[config.mk]
export PLATFORM = sky130hd
export DESIGN_NAME = lcv_bank
export DESIGN_NICKNAME = d
export VERILOG_FILES = /design/src/rtl/lcv_pkg.sv /design/src/rtl/lcv_chan.sv /design/src/rtl/lcv_clr_timer.sv /design/src/rtl/lcv_regs.sv /design/src/rtl/lcv_bank.sv
export SDC_FILE = /design/constraint.sdc
export NUM_CORES = 1
export LEC_CHECK = 0
export ABC_CLOCK_PERIOD_IN_PS = 3000
export BUFFER_PORTS_ARGS = -buffer_cell sky130_fd_sc_hd__buf_2
export CAP_MARGIN = 15
export CORE_UTILIZATION = 63
export CTS_CLUSTER_SIZE = 28
export DETAILED_ROUTE_END_ITERATION = 16
export PLACE_DENSITY = 0.8
export RECOVER_POWER = 100
export SLEW_MARGIN = 20
export SYNTH_ARGS = -nofsm -noshare
export SYNTH_HDL_FRONTEND = slang
export SYNTH_SLANG_ARGS = --single-unit
export TNS_END_PERCENT = 1
[constraint.sdc]
create_clock -name clk -period 3 [get_ports clk]
set_input_delay 0.45 -clock clk [delete_from_list [all_inputs] [get_ports clk]]
set_output_delay 0.45 -clock clk [all_outputs]
set_load 0.005 [all_outputs]
[src/rtl/lcv_pkg.sv]
package lcv_pkg;
  typedef enum logic [1:0] {
    REG_CHSEL = 2'd0,
    REG_CTRL  = 2'd1,
    REG_DATA  = 2'd2,
    REG_RSVD  = 2'd3
  } reg_sel_e;

  localparam int CTRL_W     = 3;
  localparam int CTRL_SNAP  = 0;
  localparam int CTRL_CLR   = 1;
  localparam int CTRL_HISEL = 2;
  localparam int BUS_W      = 8;
endpackage

[src/rtl/lcv_chan.sv]
module lcv_chan #(
  parameter int CW = 16
) (
  input  logic          clk,
  input  logic          rst_n,
  input  logic          viol,
  input  logic          clr,
  input  logic          snap,
  output logic [CW-1:0] live,
  output logic [CW-1:0] held
);
  localparam logic [CW-1:0] CNT_MAX = {CW{1'b1}};

  function automatic logic [CW-1:0] next_count(input logic [CW-1:0] cur,
                                                input logic inc, input logic wipe);
    if (wipe)                      return '0;
    else if (inc && cur != CNT_MAX) return cur + 1'b1;
    else                           return cur;
  endfunction

  always_ff @(posedge clk) begin
    if (!rst_n) begin
      live <= '0;
      held <= '0;
    end else begin
      live <= next_count(live, viol, clr);
      if (snap) held <= live;
    end
  end

  a_r3_step: assert property (@(posedge clk) disable iff (!rst_n)
    (!clr && viol && live != CNT_MAX) |=> live == $past(live) + 1'b1);
  a_r3_idle: assert property (@(posedge clk) disable iff (!rst_n)
    (!clr && !viol) |=> $stable(live));
  a_r4_saturate: assert property (@(posedge clk) disable iff (!rst_n)
    (!clr && live == CNT_MAX) |=> live == CNT_MAX);
  a_r8_clear_wins: assert property (@(posedge clk) disable iff (!rst_n)
    clr |=> live == '0);
  a_r5_snap_copy: assert property (@(posedge clk) disable iff (!rst_n)
    snap |=> held == $past(live));
  a_r10_hold_stable: assert property (@(posedge clk) disable iff (!rst_n)
    !snap |=> $stable(held));
endmodule

[src/rtl/lcv_clr_timer.sv]
module lcv_clr_timer #(
  parameter int LIMIT = 100
) (
  input  logic clk,
  input  logic rst_n,
  input  logic req,
  input  logic restart,
  output logic fire
);
  localparam int AW = $clog2(LIMIT + 1);
  localparam logic [AW-1:0] AGE_MAX = AW'(LIMIT);

  logic [AW-1:0] age;

  function automatic logic [AW-1:0] next_age(input logic [AW-1:0] cur,
                                             input logic held_on, input logic rs);
    if (!held_on || rs)       return '0;
    else if (cur != AGE_MAX)  return cur + 1'b1;
    else                      return cur;
  endfunction

  always_ff @(posedge clk) begin
    if (!rst_n) age <= '0;
    else        age <= next_age(age, req, restart);
  end

  assign fire = req && (age == AGE_MAX);

  a_r7_age_bound: assert property (@(posedge clk) disable iff (!rst_n)
    age <= AGE_MAX);
  a_r7_age_drops: assert property (@(posedge clk) disable iff (!rst_n)
    !req |=> age == '0);
  a_r7_fire_mature: assert property (@(posedge clk) disable iff (!rst_n)
    $rose(fire) |-> $past(age) == AGE_MAX - 1'b1);
endmodule

[src/rtl/lcv_regs.sv]
module lcv_regs
  import lcv_pkg::*;
#(
  parameter int NCH   = 8,
  parameter int CW    = 16,
  parameter int CH_AW = 4
) (
  input  logic                clk,
  input  logic                rst_n,
  input  logic                bus_wr,
  input  logic                bus_rd,
  input  logic [1:0]          bus_addr,
  input  logic [BUS_W-1:0]    bus_wdata,
  input  logic [NCH*CW-1:0]   held_flat,
  output logic [CH_AW-1:0]    ch_q,
  output logic                ch_valid,
  output logic                snap_evt,
  output logic                clr_req,
  output logic                ch_wr,
  output logic [BUS_W-1:0]    bus_rdata
);
  localparam logic [CH_AW:0] NCH_V = (CH_AW+1)'(NCH);

  logic [CTRL_W-1:0] ctrl_q;
  logic [CW-1:0]     held_sel;
  logic [BUS_W-1:0]  rd_next;
  logic              wr_ctrl;

  function automatic logic [BUS_W-1:0] pick_byte(input logic [CW-1:0] word,
                                                 input logic hi);
    logic [2*BUS_W-1:0] w;
    w = (2*BUS_W)'(word);
    return hi ? w[2*BUS_W-1:BUS_W] : w[BUS_W-1:0];
  endfunction

  assign ch_valid = {1'b0, ch_q} < NCH_V;
  assign wr_ctrl  = bus_wr && (bus_addr == REG_CTRL);
  assign ch_wr    = bus_wr && (bus_addr == REG_CHSEL);
  assign snap_evt = wr_ctrl && bus_wdata[CTRL_SNAP] && !ctrl_q[CTRL_SNAP] && ch_valid;
  assign clr_req  = ctrl_q[CTRL_CLR] && ch_valid;

  always_comb begin
    held_sel = '0;
    for (int i = 0; i < NCH; i++) begin
      if (ch_q == CH_AW'(i)) held_sel = held_flat[i*CW +: CW];
    end
  end

  always_comb begin
    case (reg_sel_e'(bus_addr))
      REG_CHSEL: rd_next = BUS_W'(ch_q);
      REG_CTRL:  rd_next = BUS_W'(ctrl_q);
      REG_DATA:  rd_next = ch_valid ? pick_byte(held_sel, ctrl_q[CTRL_HISEL]) : '0;
      default:   rd_next = '0;
    endcase
  end

  always_ff @(posedge clk) begin
    if (!rst_n) begin
      ch_q      <= '0;
      ctrl_q    <= '0;
      bus_rdata <= '0;
    end else begin
      if (ch_wr)   ch_q   <= bus_wdata[CH_AW-1:0];
      if (wr_ctrl) ctrl_q <= bus_wdata[CTRL_W-1:0];
      if (bus_rd)  bus_rdata <= rd_next;
    end
  end

  a_r2_read_hold: assert property (@(posedge clk) disable iff (!rst_n)
    !bus_rd |=> $stable(bus_rdata));
  a_r9_invalid_zero: assert property (@(posedge clk) disable iff (!rst_n)
    (bus_rd && bus_addr == REG_DATA && !ch_valid) |=> bus_rdata == '0);
  a_r2_rsvd_zero: assert property (@(posedge clk) disable iff (!rst_n)
    (bus_rd && bus_addr == REG_RSVD) |=> bus_rdata == '0);
  a_r5_edge_only: assert property (@(posedge clk) disable iff (!rst_n)
    snap_evt |=> ctrl_q[CTRL_SNAP]);
endmodule

[src/rtl/lcv_bank.sv]
module lcv_bank
  import lcv_pkg::*;
#(
  parameter int NCH          = 8,
  parameter int CW           = 16,
  parameter int CH_AW        = 4,
  parameter int CLR_HOLD_CYC = 100
) (
  input  logic             clk,
  input  logic             rst_n,
  input  logic [NCH-1:0]   viol_pulse,
  input  logic             bus_wr,
  input  logic             bus_rd,
  input  logic [1:0]       bus_addr,
  input  logic [7:0]       bus_wdata,
  output logic [7:0]       bus_rdata
);
  logic [CH_AW-1:0]  ch_q;
  logic              ch_valid;
  logic              snap_evt;
  logic              clr_req;
  logic              ch_wr;
  logic              clr_fire;
  logic [NCH-1:0]    snap_vec;
  logic [NCH-1:0]    clr_vec;
  logic [NCH*CW-1:0] held_flat;
  logic [NCH*CW-1:0] live_flat;

  lcv_regs #(.NCH(NCH), .CW(CW), .CH_AW(CH_AW)) u_regs (
    .clk(clk), .rst_n(rst_n), .bus_wr(bus_wr), .bus_rd(bus_rd),
    .bus_addr(bus_addr), .bus_wdata(bus_wdata), .held_flat(held_flat),
    .ch_q(ch_q), .ch_valid(ch_valid), .snap_evt(snap_evt),
    .clr_req(clr_req), .ch_wr(ch_wr), .bus_rdata(bus_rdata)
  );

  lcv_clr_timer #(.LIMIT(CLR_HOLD_CYC)) u_clr (
    .clk(clk), .rst_n(rst_n), .req(clr_req), .restart(ch_wr), .fire(clr_fire)
  );

  for (genvar g = 0; g < NCH; g++) begin : g_chan
    assign snap_vec[g] = snap_evt && (ch_q == CH_AW'(g));
    assign clr_vec[g]  = clr_fire && (ch_q == CH_AW'(g));
    lcv_chan #(.CW(CW)) u_chan (
      .clk(clk), .rst_n(rst_n), .viol(viol_pulse[g]),
      .clr(clr_vec[g]), .snap(snap_vec[g]),
      .live(live_flat[g*CW +: CW]), .held(held_flat[g*CW +: CW])
    );
  end

  a_r10_one_snap: assert property (@(posedge clk) disable iff (!rst_n)
    $onehot0(snap_vec));
  a_r9_no_clear_invalid: assert property (@(posedge clk) disable iff (!rst_n)
    !ch_valid |-> clr_vec == '0);
  a_r9_no_snap_invalid: assert property (@(posedge clk) disable iff (!rst_n)
    !ch_valid |-> snap_vec == '0);
  a_r7_clear_needs_bit: assert property (@(posedge clk) disable iff (!rst_n)
    (clr_vec != '0) |-> clr_req);
endmodule

==> results.yml <==
status:
  status: "finished with violations"
  violations: "capacitance limit, slew limit"
clock_network:
  insertion_delay_ns: 0.54
  cts_root_buf: "clkbuf_16"
  ctsResizeCount: 0
  cts_max_level: 1
  postCtsHoldBufs: 0
  cts.clk_slew.worst_paths_ns: 0.06
  cts_buffers: 29
  cts_tree: "done"
  cts_setup_buffers: 0
  clock-sinks: 278
  cts_buffer_depth: 3
yosys:
  synth_common_cells: "278 x dfxtp_1, 138 x nor2_1, 121 x mux2i_1"
  avgSynthCellArea_um2: 8.81
  ys_ff_latch: 278
  yosysTopAreaCellShare_pct: 41.9
  yosysTopAreaCell: "dfxtp_1"
  synth_nets: 1538
  ys_warn_count: 0
  async_flop_share_pct: 0
  ys_types: 74
  postSynthCellCount: 1506
  synth_area_um2: 13300
  synthTopCellsByArea: "dfxtp_1 42%, mux2i_1 9.1%, nor2b_1 4.8%"
  ys_seq_area_share_pct: 41.9
  synth_edf_count: 0
  ys.flop_type: "dfxtp_1"
  yosysMostFrequentCell: "dfxtp_1"
layout:
  n_antenna_cell: 0
  multiInputGateArea_um2: 7260
  n_fill_cell: 1565
  seqCellArea_um2: 5570
  nNetsFinal: 1547
  areaGrowthSynthToFinish_pct: 10.7
  final_layout_size_suffix_gt1_share_pct: 7.88
  fin_util_pct: 71.9
sta:
  rsz0062_at_grt: "no"
  hold_slack_ns: 0.210
  clock.fmax_mhz: 384
  hold_violations: 0
  relSlewSlack_pct: -37.9
  tns_ns: 0
  period_minus_slack_ns: 2.61
  finalSetupViolCount: 0
  fin_skew_ns: 0.00916
  fin_ws_ns: 0.394
  worstMarginPinSlew_ns: 2.07
  fin_crit_sh_pct: 86.9
  drv_slew: 58
worst_setup_path:
  cp.arrival_ns: 3.02
  cp_common_cell: "nand2_1"
  cp_top_family: "simple AND/OR/NAND/NOR gates"
  crit_type: "register to register"
  cp_max_fo: 51
  crit_slowest_cell: "nor4bb_1"
  crit_chain: "nor2_1 > nor4bb_1 > buf_12 > nand2_1 > nand2_1 > a21boi_0"
  critPathMaxStageDelay_ns: 0.63
  crit_buf_inv: 1
  required_ns: 3.41
  start_kind: "register"
  cp-end-kind: "register"
detailed_routing:
  wl_per_cell_um: 18.3
  detailedRoute.firstIterationViolations: 1019
  ant_nets: 0
  wirelength_um: 33100
  drc_errors: 0
  first_pass_iters: 6
  num_vias: 11100
  vias_per_cell: 6.13
place:
  gp_congestion: 0.944
  detailed_place_hpwl_um: 22900
  dp_slack_ns: 0.511
  numPortBuffers: 25
global_routing:
  overflow: 0
  grt_pass1_wl_um: 54400
  grt_max_degree: 95
  grt_pass1_vias: 10400
  grtUsageTotal_pct: 30.8
  antenna_found_initial: 0
floorplanning:
  core_area_um2: 20400
  initial_utilization_pct: 64.9
  dieHeight_um: 147
  num_io_pins: 30
  die_area_um2: 21600
  core.rowCount: 52
  die_w_um: 147
flow_run:
  maxCapViolations: 1
power_and_ir_drop:
  p_per_area_nw_per_um2: 551
  ir_drop_v: 0.000627
  leakagePower_uw: 0.00466
min_path:
  min_path_type: "input pin to register"
-- power by group --
group | total [µW] | internal [µW] | switching, µW
sequential | 3760 | 3720 | 45.1
combinational | 317 | 126 | 191
clock | 4010 | 2520 | 1490
-- stage by stage --
step / total power, µW / instance area, µm² / cells
finish: 8090 / 14700 / 1806
global route: 8310 / 14700 / 1806
CTS: 8130 / 14800 / 1806
detailed placement: 4160 / 13700 / 1754
global placement: 4160 / 13700 / 1754
floorplan: 4060 / 13300 / 1506
-- final cells by class --
class / instances / area share (%)
Multi-Input combinational cell: 1124 / 49.4
Clock buffer: 38 / 5.58
Clock inverter: 14 / 1.74
Timing Repair Buffer: 58 / 2.44
Sequential cell: 278 / 37.9
Tap cell: 270 / 2.30
Inverter: 24 / 0.613
-- registers in the layout, summed over array words and instances (netlist names) --
name	cells
g_chan.u_chan.held	128
g_chan.u_chan.live	128
u_regs.bus_rdata	8
u_clr.age	7
u_regs.ch_q	4
u_regs.ctrl_q	3
-- logic make-up (layout without fill, tap and decap cells) --
logic type	after synthesis	after routing	synth area share, %
and+or+nand+nor	652	652	25.9
DFF	278	278	41.9
AOI/OAI and AO/OA	257	257	13.0
muxes	126	126	9.72
buffers and inverters	104	134	3.27
xor gates and xnor gates	79	79	5.21
adders and majority gates	10	10	0.943
-- cell usage in the layout, fill, tap and decap left out, types with 11 or more instances in the layout --
master | synthesis | final
nor2b_1 | 101 | 101
nand3_1 | 97 | 97
buf_4 | 4 | 20
dfxtp_1 | 278 | 276
nand4_1 | 33 | 33
nor4_1 | 16 | 16
and3_1 | 19 | 19
clkbuf_1 | 54 | 12
xor2_1 | 23 | 23
o21ai_0 | 41 | 43
a31oi_1 | 12 | 12
nand2_1 | 102 | 102
a21oi_1 | 55 | 55
clkbuf_16 | 0 | 29
nor3b_1 | 11 | 11
nor3_1 | 47 | 47
inv_1 | 24 | 24
o22ai_1 | 15 | 15
nor2_1 | 138 | 138
mux2i_1 | 121 | 121
buf_2 | 14 | 19
xnor2_1 | 56 | 56
or3_1 | 20 | 20
nand2b_1 | 18 | 18
a21boi_0 | 51 | 51
-- tightest hold or removal path: cells and delay by family --
kind          cells  cell delay [ns]
simple gates      1             0.09
mux               1             0.06
buf+inv           1             0.10
-- final timing paths --
check	startpoint	to	slack, ns	cells past startpoint
max	u_regs.ch_q[3]	g_chan[4].u_chan.held[6]	0.39	6
min	bus_wdata[2]	u_regs.ctrl_q[2]	0.21	3
max reg2reg	u_regs.ch_q[3]	g_chan[4].u_chan.held[6]	0.39	6
min reg2reg	g_chan[0].u_chan.held[6]	g_chan[0].u_chan.held[6]	0.47	2
-- metal layers --
layer | up-vias | track usage [%] | share of wire [%]
met5 | - | 0 | 0
met4 | 0 | 10.2 | 3.1
met3 | 67 | 4.50 | 5.8
met2 | 323 | 50.4 | 46
met1 | 5274 | 41.6 | 45
li1 | 5410 | - | -
Note: power is estimated with default switching activity, not from simulation.
